===== src/rtl/hbi_pkg.sv =====
package hbi_pkg;
  typedef enum logic {BUS_SPLIT = 1'b0, BUS_MUXED = 1'b1} bus_fmt_e;

  typedef struct packed {
    logic rd;
    logic wr;
  } strobe_t;
endpackage


===== src/rtl/hbi_sync.sv =====
module hbi_sync #(
  parameter int          W       = 16,
  parameter int          STAGES  = 2,
  parameter logic [W-1:0] RST_VAL = '0
) (
  input  logic         clk,
  input  logic         rst,
  input  logic [W-1:0] d,
  output logic [W-1:0] q
);
  logic [STAGES-1:0][W-1:0] chain;

  always_ff @(posedge clk) begin
    if (rst) begin
      chain <= {STAGES{RST_VAL}};
    end else begin
      chain[0] <= d;
      for (int s = 1; s < STAGES; s++) chain[s] <= chain[s-1];
    end
  end

  assign q = chain[STAGES-1];
endmodule


===== src/rtl/hbi_mode_strap.sv =====
module hbi_mode_strap
  import hbi_pkg::*;
(
  input  logic     clk,
  input  logic     rst,
  input  logic     strap_n,
  output bus_fmt_e fmt
);
  // sampled continuously while reset holds, frozen afterwards
  always_ff @(posedge clk) begin
    if (rst) fmt <= strap_n ? BUS_SPLIT : BUS_MUXED;
  end
endmodule


===== src/rtl/hbi_front.sv =====
module hbi_front
  import hbi_pkg::*;
#(
  parameter int ADDR_W = 4,
  parameter int DATA_W = 8
) (
  input  logic              clk,
  input  logic              rst,
  input  bus_fmt_e          fmt,
  input  logic              cs_n,
  input  logic              ale_mi,
  input  logic              rd_ds,
  input  logic              wr_rw,
  input  logic [ADDR_W-1:0] addr_pins,
  input  logic [DATA_W-1:0] data_pins,
  output strobe_t           stb,
  output logic [ADDR_W-1:0] addr_cur
);
  logic [ADDR_W-1:0] addr_lat;
  logic              rd_raw, wr_raw;

  always_ff @(posedge clk) begin
    if (rst) addr_lat <= '0;
    else if (fmt == BUS_MUXED && ale_mi) addr_lat <= data_pins[ADDR_W-1:0];
  end

  always_comb begin
    if (fmt == BUS_MUXED || ale_mi) begin
      rd_raw = ~rd_ds;
      wr_raw = ~wr_rw;
    end else begin
      rd_raw = rd_ds & wr_rw;
      wr_raw = rd_ds & ~wr_rw;
    end
    stb.rd   = rd_raw & ~cs_n;
    stb.wr   = wr_raw & ~rd_raw & ~cs_n;
    addr_cur = (fmt == BUS_MUXED) ? addr_lat : addr_pins;
  end
endmodule


===== src/rtl/hbi_access_ctl.sv =====
module hbi_access_ctl
  import hbi_pkg::*;
#(
  parameter int ADDR_W = 4,
  parameter int DATA_W = 8
) (
  input  logic              clk,
  input  logic              rst,
  input  strobe_t           stb,
  input  logic [ADDR_W-1:0] addr_cur,
  input  logic [DATA_W-1:0] data_cur,
  input  logic [DATA_W-1:0] rd_data,
  output logic              reg_wr,
  output logic              reg_rd,
  output logic [ADDR_W-1:0] reg_addr,
  output logic [DATA_W-1:0] reg_wdata,
  output logic [DATA_W-1:0] bus_out,
  output logic              bus_oe
);
  logic              wr_q, rd_seen, wr_done, rd_start;
  logic [ADDR_W-1:0] addr_hold;
  logic [DATA_W-1:0] data_hold;

  assign wr_done  = wr_q & ~stb.wr;
  assign rd_start = stb.rd & ~rd_seen & ~wr_done;

  always_ff @(posedge clk) begin
    if (rst) begin
      wr_q      <= 1'b0;
      rd_seen   <= 1'b0;
      addr_hold <= '0;
      data_hold <= '0;
      reg_wr    <= 1'b0;
      reg_rd    <= 1'b0;
      reg_addr  <= '0;
      reg_wdata <= '0;
      bus_out   <= '0;
      bus_oe    <= 1'b0;
    end else begin
      wr_q <= stb.wr;
      if (stb.wr) begin
        addr_hold <= addr_cur;
        data_hold <= data_cur;
      end
      reg_wr  <= wr_done;
      reg_rd  <= rd_start;
      rd_seen <= stb.rd & (rd_seen | ~wr_done);
      if (wr_done) begin
        reg_addr  <= addr_hold;
        reg_wdata <= data_hold;
      end else if (rd_start) begin
        reg_addr <= addr_cur;
      end
      bus_oe <= stb.rd & rd_seen;
      if (stb.rd & rd_seen) bus_out <= rd_data;
    end
  end
endmodule


===== src/rtl/hostbus_regport.sv =====
module hostbus_regport
  import hbi_pkg::*;
#(
  parameter int ADDR_W      = 4,
  parameter int DATA_W      = 8,
  parameter int SYNC_STAGES = 2
) (
  input  logic              clk,
  input  logic              rst,
  input  logic              strap_mux_n,
  input  logic              cs_n,
  input  logic              ale_mi,
  input  logic              rd_ds,
  input  logic              wr_rw,
  input  logic [ADDR_W-1:0] addr_in,
  input  logic [DATA_W-1:0] bus_in,
  output logic [DATA_W-1:0] bus_out,
  output logic              bus_oe,
  input  logic [DATA_W-1:0] rd_data,
  output logic              reg_wr,
  output logic              reg_rd,
  output logic [ADDR_W-1:0] reg_addr,
  output logic [DATA_W-1:0] reg_wdata,
  output logic              mode_muxed,
  output logic              irq_pin_en
);
  localparam int SW = 4 + ADDR_W + DATA_W;
  localparam logic [SW-1:0] IDLE = {1'b1, {(SW-1){1'b0}}};

  bus_fmt_e          fmt;
  strobe_t           stb;
  logic [SW-1:0]     pins_s;
  logic [ADDR_W-1:0] addr_cur;
  logic              cs_n_s, ale_s, rd_s, wr_s;
  logic [ADDR_W-1:0] addr_s;
  logic [DATA_W-1:0] data_s;

  hbi_mode_strap u_strap (
    .clk(clk), .rst(rst), .strap_n(strap_mux_n), .fmt(fmt)
  );

  hbi_sync #(.W(SW), .STAGES(SYNC_STAGES), .RST_VAL(IDLE)) u_sync (
    .clk(clk), .rst(rst),
    .d({cs_n, ale_mi, rd_ds, wr_rw, addr_in, bus_in}),
    .q(pins_s)
  );

  assign {cs_n_s, ale_s, rd_s, wr_s, addr_s, data_s} = pins_s;

  hbi_front #(.ADDR_W(ADDR_W), .DATA_W(DATA_W)) u_front (
    .clk(clk), .rst(rst), .fmt(fmt),
    .cs_n(cs_n_s), .ale_mi(ale_s), .rd_ds(rd_s), .wr_rw(wr_s),
    .addr_pins(addr_s), .data_pins(data_s),
    .stb(stb), .addr_cur(addr_cur)
  );

  hbi_access_ctl #(.ADDR_W(ADDR_W), .DATA_W(DATA_W)) u_ctl (
    .clk(clk), .rst(rst), .stb(stb),
    .addr_cur(addr_cur), .data_cur(data_s), .rd_data(rd_data),
    .reg_wr(reg_wr), .reg_rd(reg_rd), .reg_addr(reg_addr),
    .reg_wdata(reg_wdata), .bus_out(bus_out), .bus_oe(bus_oe)
  );

  assign mode_muxed = (fmt == BUS_MUXED);
  assign irq_pin_en = (fmt == BUS_SPLIT);
endmodule


===== config.mk =====
export PLATFORM = sky130hd
export DESIGN_NAME = hostbus_regport
export DESIGN_NICKNAME = d
export VERILOG_FILES = /design/src/rtl/hbi_pkg.sv /design/src/rtl/hbi_sync.sv /design/src/rtl/hbi_mode_strap.sv /design/src/rtl/hbi_front.sv /design/src/rtl/hbi_access_ctl.sv /design/src/rtl/hostbus_regport.sv
export SDC_FILE = /design/constraint.sdc
export NUM_CORES = 1
export LEC_CHECK = 0
export ABC_AREA = 1
export BUFFER_PORTS_ARGS = -buffer_cell sky130_fd_sc_hd__buf_2
export CORE_AREA = 2 2 73 75
export DETAILED_ROUTE_END_ITERATION = 8
export DIE_AREA = 0 0 75 77
export GPL_TIMING_DRIVEN = 0
export HOLD_SLACK_MARGIN = 0.05
export PLACE_DENSITY = 0.77
export SYNTH_ARGS = -nofsm -noshare
export SYNTH_HDL_FRONTEND = slang
export SYNTH_SLANG_ARGS = --single-unit
export TNS_END_PERCENT = 30

===== constraint.sdc =====
create_clock -name clk -period 1.4 [get_ports clk]
set_input_delay 0.07 -clock clk [delete_from_list [all_inputs] [get_ports clk]]
set_output_delay 0.07 -clock clk [all_outputs]
set_load 0.005 [all_outputs]

==> flow_metrics.py, run 1 <==
metrics = {
    "global_routing": {
        "first_pass_grt_wire_length_um": 7820,
        "grt_antenna_before_repair": 0,
        "via_count_of_the_first_global_routing_pass": 1873,
        "global_route_usage_sum_pct": 18.1,
        "grt_max_degree": 14,
        "overflow": 0,
    },
    "cells_and_area": {
        "most_frequent_standard_cell_in_the_layout_excluding_fill_and_tap_cells": "sky130_fd_sc_hd__dfxtp_1",
        "final_design_area_no_fill_um2": 3410,
        "utilization_pct": 68.5,
        "final_layout_size_suffix_gt1_share_pct": 24.6,
        "antenna_cells_inserted": 0,
        "syn_to_final_growth_pct": 31.7,
        "highest_count_cells_in_the_layout_ignoring_fill_and_taps": "sky130_fd_sc_hd__dfxtp_1, sky130_fd_sc_hd__nor2_1, sky130_fd_sc_hd__buf_2, sky130_fd_sc_hd__inv_1, sky130_fd_sc_hd__nand2_1",
        "design.final.nets": 420,
        "final_cells": 468,
        "fillers": 425,
    },
    "synth": {
        "synth-compound-area-share_pct": 10.8,
        "synthCells": 303,
        "ys_seq_area_share_pct": 57.7,
        "synth.mux.area_fraction_pct": 0,
        "ys.flop_type": "sky130_fd_sc_hd__dfxtp_1",
        "post-synth-top-area-cell": "sky130_fd_sc_hd__dfxtp_1",
        "post_synth_instance_area_um2": 2590,
        "synth_simple_gate_area_share_pct": 21.3,
        "synthAdderAreaFrac_pct": 0,
        "async_set_reset_flop_share_out_of_synthesis_pct": 0,
        "yosys_register_bits": 74,
        "synth_area_leaders": "sky130_fd_sc_hd__dfxtp_1, sky130_fd_sc_hd__nor2_1, sky130_fd_sc_hd__inv_1",
        "synth_enable_flop_cells": 1,
        "synth_fp_nets": 330,
        "synthesis.yosys.warnings": 0,
        "synth_cell_type_count": 24,
        "synthDominantCellAreaShare_pct": 56.5,
        "dominant_combinational_cell_family_by_area_after_synthesis": "simple AND/OR/NAND/NOR gates",
        "synthXorXnorAreaFrac_pct": 0,
        "syn_avg_cell_area_um2": 8.54,
    },
    "floorplanning": {
        "core_um2": 4980,
        "top_level_pins": 52,
        "rows": 26,
        "floorplan.initialDensity_pct": 52.0,
        "die_area_um2": 5780,
        "dieWidth_um": 75,
        "die-height_um": 77,
    },
    "power": {
        "ir_worst_vdd_mv": 0.865,
        "p_sw_share_pct": 22.8,
        "cell_int_power_mw": 3.19,
        "power_density_nw_per_um2": 1210,
        "comb_power_share_pct": 7.0,
        "total_leakage_power_nw": 1.59,
        "proportion_of_power_drawn_by_the_clock_network_pct": 39.9,
        "power.share.sequential_pct": 53.1,
        "power_switching_uw": 941,
    },
    "worst_hold_path": {
        "hold_path.class": "in2reg",
        "hold_path_depth": 4,
        "timing.hold.worst_endpoint": "u_ctl.data_hold[7]",
        "worst_hold_startpoint": "rst",
    },
    "timing": {
        "timing.clock.skew_ns": 0.00847,
        "timing_max_transition_violations_final": 0,
        "timing.final.hold_violations": 0,
        "period_minus_slack_ns": 1.35,
        "max_freq_mhz": 740,
        "final-setup-viol-count": 0,
        "layout_worst_path_cycle_share_pct": 96.5,
        "max_slew_margin_pct": 63.8,
        "worstMarginPinSlew_ns": 0.542,
    },
    "detailed_routing": {
        "drtAntennaViolNets": 0,
        "drc_errors": 0,
        "drt-pass1-iter-count": 6,
        "totalWireLength_um": 4730,
        "route.vias.total": 2087,
        "viasPerCell": 4.46,
        "wl_per_cell_um": 10.1,
        "drt-initial-drc-count": 98,
    },
    "placed_design": {
        "detailed_place_hpwl_um": 3090,
        "numPortBuffers": 51,
        "dpl_cell_area_um2": 2930,
        "place_inst": 424,
        "gp_congestion": 0.812,
    },
    "clock_network": {
        "clock_latency_ns": 0.35,
        "ctsHtreeMaxLevel": 3,
        "clock_sink_count": 74,
        "clock-root-buffer": "sky130_fd_sc_hd__clkbuf_8",
        "post_cts_resize_count": 0,
        "clk_pin_slew_ns": 0.08,
        "cts_inserted_buffers": 9,
        "tritoncts": "built",
        "clock_path_buffers": 2,
    },
    "critical_path": {
        "stage_delay_of_the_slowest_cell_on_the_critical_path_ns": 0.42,
        "slowest_stage": "sky130_fd_sc_hd__edfxtp_1",
        "crit_buf_inv": 2,
        "startpoint_type": "flip-flop",
        "path_cells": "buf_6 -> o21ai_4 -> nand4_4 -> buf_6 -> o21ai_2 -> nor2_1",
        "worst_path_dominant_cell_family": "flip-flops",
        "regToRegSetupSlack_ns": 0.05,
        "crit_top_cell": "sky130_fd_sc_hd__buf_6",
        "setup.worst_path.end_class": "flip-flop",
        "origin_of_the_critical_flop_to_flop_path": "u_strap.fmt",
        "r2r.worst_path.cells": 6,
        "worst_r2r_endpoint": "u_ctl.bus_out[6]",
        "critical_path_peak_fanout": 10,
        "cp_data_required_time_ns": 1.65,
        "critPathArrivalTime_ns": 1.60,
        "path_class": "reg2reg",
    },
    "flow_run": {
        "cap_violations": 0,
    },
    "outcome": {
        "status": "finished, final reports clean",
    },
}
routing by layer:
| metal | up-vias | routed length (µm) | GRT usage (%) |
|---|---|---|---|
| li1 | 1109 | - | - |
| met1 | 922 | 2070 | 19.8 |
| met2 | 43 | 2320 | 29.1 |
| met3 | 13 | 214 | 7.23 |
| met4 | 0 | 123 | 9.82 |
| met5 | - | 0 | 0 |
sequential cells by signal (all words and copies together), names as in the netlist:
name / flops
u_ctl.addr_hold: 4
u_ctl.bus_oe: 1
u_ctl.bus_out: 8
u_ctl.data_hold: 8
u_ctl.rd_seen: 1
u_ctl.reg_addr: 4
u_ctl.reg_rd: 1
u_ctl.reg_wdata: 8
u_ctl.reg_wr: 1
u_ctl.wr_q: 1
u_front.addr_lat: 4
u_strap.fmt: 1
u_sync.chain: 16
u_sync.q: 16
worst reg2reg max path, delay by kind of cell, from the launching register on:
kind	cells	cell delay, ns
and+or+nand+nor	2	0.17
DFF	1	0.42
AOI/OAI and AO/OA	2	0.32
buffers and inverters	2	0.33
cell families (layout without fill, tap and decap cells):
| kind of cell | Yosys count | count (layout) |
|---|---|---|
| flip-flops | 74 | 74 |
| AND/OR/NAND/NOR | 119 | 119 |
| buffers and inverters | 63 | 158 |
| AO/OA/AOI/OAI | 47 | 47 |
power groups by stage:
stage	clock network (mW)	logic (mW)	registers (mW)
after detailed placement	0	0.230	2.24
after global placement	0	0.223	2.24
after floorplan	0	0.147	2.24
after CTS	1.67	0.285	2.19
final	1.64	0.289	2.19
after global routing	1.75	0.326	2.20
area by class of cell:
cell class	count	area [µm²]	share of cell area [%]
Buffer	12	72.6	2.13
Clock buffer	10	138	4.04
Clock inverter	6	65.1	1.91
Inverter	51	191	5.62
Multi-Input combinational cell	166	831	24.4
Sequential cell	74	1490	43.8
Tap cell	70	87.6	2.57
Timing Repair Buffer	79	531	15.6
cells in the mapped netlist, types with 3 or more instances:
library cell               count
sky130_fd_sc_hd__dfxtp_1      73
sky130_fd_sc_hd__nor2_1       60
sky130_fd_sc_hd__inv_1        49
sky130_fd_sc_hd__nand2_1      32
sky130_fd_sc_hd__o21ai_0      21
sky130_fd_sc_hd__a21oi_1      15
sky130_fd_sc_hd__nand3_1      14
sky130_fd_sc_hd__o21ai_2       8
sky130_fd_sc_hd__buf_2         4
sky130_fd_sc_hd__clkbuf_1      4
sky130_fd_sc_hd__buf_6         3
per-stage QoR:
step	power (mW)	hold slack (ns)	setup TNS, ns	setup slack (ns)
final	4.13	0.164	0	0.0485
after global placement	2.46	0.254	0	0.0769
after CTS	4.15	0.141	0	0.0617
after detailed placement	2.47	0.257	0	0.0685
after floorplan	2.38	0.174	0	0.129
after global routing	4.28	0.185	-0.0147	-0.0124
worst max-delay path by stage:
stage	cells after the start	slack [ns]	from	end
finish	6	0.05	u_strap.fmt	u_ctl.bus_out[6]
global route	6	-0.01	u_strap.fmt	u_ctl.bus_out[2]
CTS	6	0.06	u_strap.fmt	u_ctl.bus_out[6]
detailed placement	6	0.07	u_strap.fmt	u_ctl.bus_out[6]
global placement	6	0.08	u_strap.fmt	u_ctl.bus_out[0]
floorplan	6	0.13	u_strap.fmt	u_ctl.bus_out[0]
timing repair:
| action | 4_1_cts | 5_1_grt |
|---|---|---|
| setup endpoints to repair | 0 | 9 |
| hold buffers | 26 | 0 |
| hold endpoints to repair | 26 | 0 |
| buffers inserted | 0 | 2 |
Power figures use the tool's default switching activity.
==> inputs of run 2 (changes only) <==
--- a/config.mk
+++ b/config.mk
@@ -13,6 +13,7 @@
 export GPL_TIMING_DRIVEN = 0
 export HOLD_SLACK_MARGIN = 0.05
 export PLACE_DENSITY = 0.77
+export SETUP_SLACK_MARGIN = 0.2
 export SYNTH_ARGS = -nofsm -noshare
 export SYNTH_HDL_FRONTEND = slang
 export SYNTH_SLANG_ARGS = --single-unit
==> run 2 against run 1 <==
Register-to-register slack gained 0.03 ns; final cell count is the same; sequential power barely moved; critical path depth is 1 higher; combinational power is 3% higher; worst hold slack better by 0.0015 ns; clock-buffer cell count stayed put; non-clock buffer count up 1; global-route usage shrank 0.93 points; critical path type unchanged.
==> flow_metrics.py, run 2 (synthesis gave the netlist of run 1 again) <==
metrics = {
    "outcome": {
        "status": "finished, final reports clean",
    },
    "global_routing": {
        "global_route_usage_sum_pct": 17.1,
        "first_pass_grt_wire_length_um": 7560,
        "via_count_of_the_first_global_routing_pass": 1826,
        "grt_max_degree": 13,
        "grt_antenna_before_repair": 0,
        "overflow": 0,
    },
    "critical_path": {
        "origin_of_the_critical_flop_to_flop_path": "u_strap.fmt",
        "path_cells": "buf_6 -> o21ai_4 -> nand4_4 -> nand2_2 -> nand2_1 -> nand2_1 -> nor2_2",
        "critPathArrivalTime_ns": 1.55,
        "setup.worst_path.end_class": "flip-flop",
        "stage_delay_of_the_slowest_cell_on_the_critical_path_ns": 0.41,
        "cp_data_required_time_ns": 1.63,
        "worst_r2r_endpoint": "u_ctl.reg_addr[1]",
        "r2r.worst_path.cells": 7,
        "startpoint_type": "flip-flop",
        "crit_top_cell": "sky130_fd_sc_hd__nand2_1",
        "critical_path_peak_fanout": 8,
        "regToRegSetupSlack_ns": 0.08,
        "slowest_stage": "sky130_fd_sc_hd__edfxtp_1",
        "cp-startpoint": "u_strap.fmt",
        "path_class": "reg2reg",
    },
    "timing": {
        "layout_worst_path_cycle_share_pct": 94.1,
        "final.setup.worst_slack_ns": 0.0827,
        "final-setup-viol-count": 0,
        "timing.final.hold_violations": 0,
        "max_slew_margin_pct": 63.0,
        "worstMarginPinSlew_ns": 0.554,
        "max_freq_mhz": 759,
        "period_minus_slack_ns": 1.32,
        "setup_repair_after_global_routing_missed_its_margin": "true",
        "timing_max_transition_violations_final": 0,
        "timing.clock.skew_ns": 0.00807,
    },
    "clock_network": {
        "ctsHtreeMaxLevel": 3,
        "cts_inserted_buffers": 9,
        "tritoncts": "built",
        "clock-root-buffer": "sky130_fd_sc_hd__clkbuf_8",
        "clock_latency_ns": 0.34,
        "clock_path_buffers": 2,
        "clock_sink_count": 74,
        "clk_pin_slew_ns": 0.07,
    },
    "worst_hold_path": {
        "timing.hold.worst_endpoint": "u_front.addr_lat[3]",
        "hold_path.class": "in2reg",
        "worst_hold_startpoint": "rst",
        "hold_path_depth": 4,
    },
    "power": {
        "ir_worst_vdd_mv": 0.744,
        "total_leakage_power_nw": 1.59,
        "power_density_nw_per_um2": 1140,
        "p_total_mw": 3.88,
    },
    "detailed_routing": {
        "wirelength_met1_um": 2040,
        "drt-pass1-iter-count": 4,
        "met3_wirelength_um": 214,
        "total_length_of_routed_met2_wires_um": 2180,
        "viasPerCell": 4.40,
        "totalWireLength_um": 4520,
        "drc_errors": 0,
        "topRoutingLayerUsed": "met4",
        "drtAntennaViolNets": 0,
        "wl_per_cell_um": 9.65,
        "route.vias.total": 2059,
        "drt-initial-drc-count": 97,
    },
    "cells_and_area": {
        "syn_to_final_growth_pct": 31.8,
        "design.final.nets": 421,
        "antenna_cells_inserted": 0,
        "final_design_area_no_fill_um2": 3410,
        "highest_count_cells_in_the_layout_ignoring_fill_and_taps": "sky130_fd_sc_hd__dfxtp_1, sky130_fd_sc_hd__nor2_1, sky130_fd_sc_hd__buf_2, sky130_fd_sc_hd__inv_1, sky130_fd_sc_hd__nand2_1",
        "most_frequent_standard_cell_in_the_layout_excluding_fill_and_tap_cells": "sky130_fd_sc_hd__dfxtp_1",
        "final_cells": 468,
        "final_layout_size_suffix_gt1_share_pct": 25.1,
    },
    "placed_design": {
        "dpl_cell_area_um2": 2930,
        "detailed_place_hpwl_um": 3120,
        "place_worst_setup_slack_ns": 0.0842,
        "place_inst": 424,
        "numPortBuffers": 51,
        "gp_congestion": 0.812,
    },
    "floorplanning": {
        "die-height_um": 77,
        "floorplan.initialDensity_pct": 52.0,
        "core_um2": 4980,
        "top_level_pins": 52,
        "dieWidth_um": 75,
        "rows": 26,
        "die_area_um2": 5780,
    },
    "flow_run": {
        "cap_violations": 0,
    },
}
run 2: area by class of cell:
class / instances / area, µm²
Fill cell: 415 / 1570
Sequential cell: 74 / 1490
Multi-Input combinational cell: 166 / 840
Timing Repair Buffer: 80 / 548
Inverter: 51 / 191
Clock buffer: 10 / 138
Tap cell: 70 / 87.6
Buffer: 12 / 80.1
Clock inverter: 5 / 31.3
run 2: power by group:
group / switching (mW) / internal [mW] / total (mW)
combinational: 0.142 / 0.155 / 0.297
sequential: 0.0232 / 2.17 / 2.19
clock: 0.719 / 0.674 / 1.39
run 2: worst max-delay path: cells and delay by family (launching register included):
family	cells	cell delay (ns)
AND/OR/NAND/NOR	5	0.44
flip-flops	1	0.41
AO/OA/AOI/OAI	1	0.20
buffers and inverters	1	0.16
run 2: metrics by stage:
| step | hold WS [ns] | utilization, % | TNS, ns |
|---|---|---|---|
| after detailed placement | 0.256 | 58.8 | 0 |
| after global placement | 0.254 | 58.8 | 0 |
| after global routing | 0.196 | 68.5 | -0.0345 |
| final | 0.165 | 68.5 | 0 |
| after floorplan | 0.174 | - | 0 |
| after CTS | 0.146 | 67.6 | 0 |
run 2: per-layer routing:
| metal | track usage [%] | vias up |
|---|---|---|
| met3 | 6.44 | 8 |
| met5 | 0 | - |
| met4 | 6.96 | 0 |
| li1 | - | 1107 |
| met1 | 19.4 | 903 |
| met2 | 28.4 | 41 |
run 2: what timing repair did:
action,CTS,global route
hold buffers,26,0
hold endpoints to repair,26,0
resized for setup,0,14
endpoints found under the setup margin,18,34
setup buffers,1,2
pin swaps,0,6
cloned,0,0
run 2: worst max path at each step:
stage / endpoint / slack [ns] / depth (start not counted)
floorplan: u_ctl.bus_out[0] / 0.15 / 6
global placement: u_ctl.bus_out[0] / 0.10 / 6
detailed placement: u_ctl.bus_out[5] / 0.08 / 6
CTS: u_ctl.bus_out[5] / 0.08 / 6
global route: u_ctl.bus_out[5] / -0.02 / 6
finish: u_ctl.reg_addr[1] / 0.08 / 7
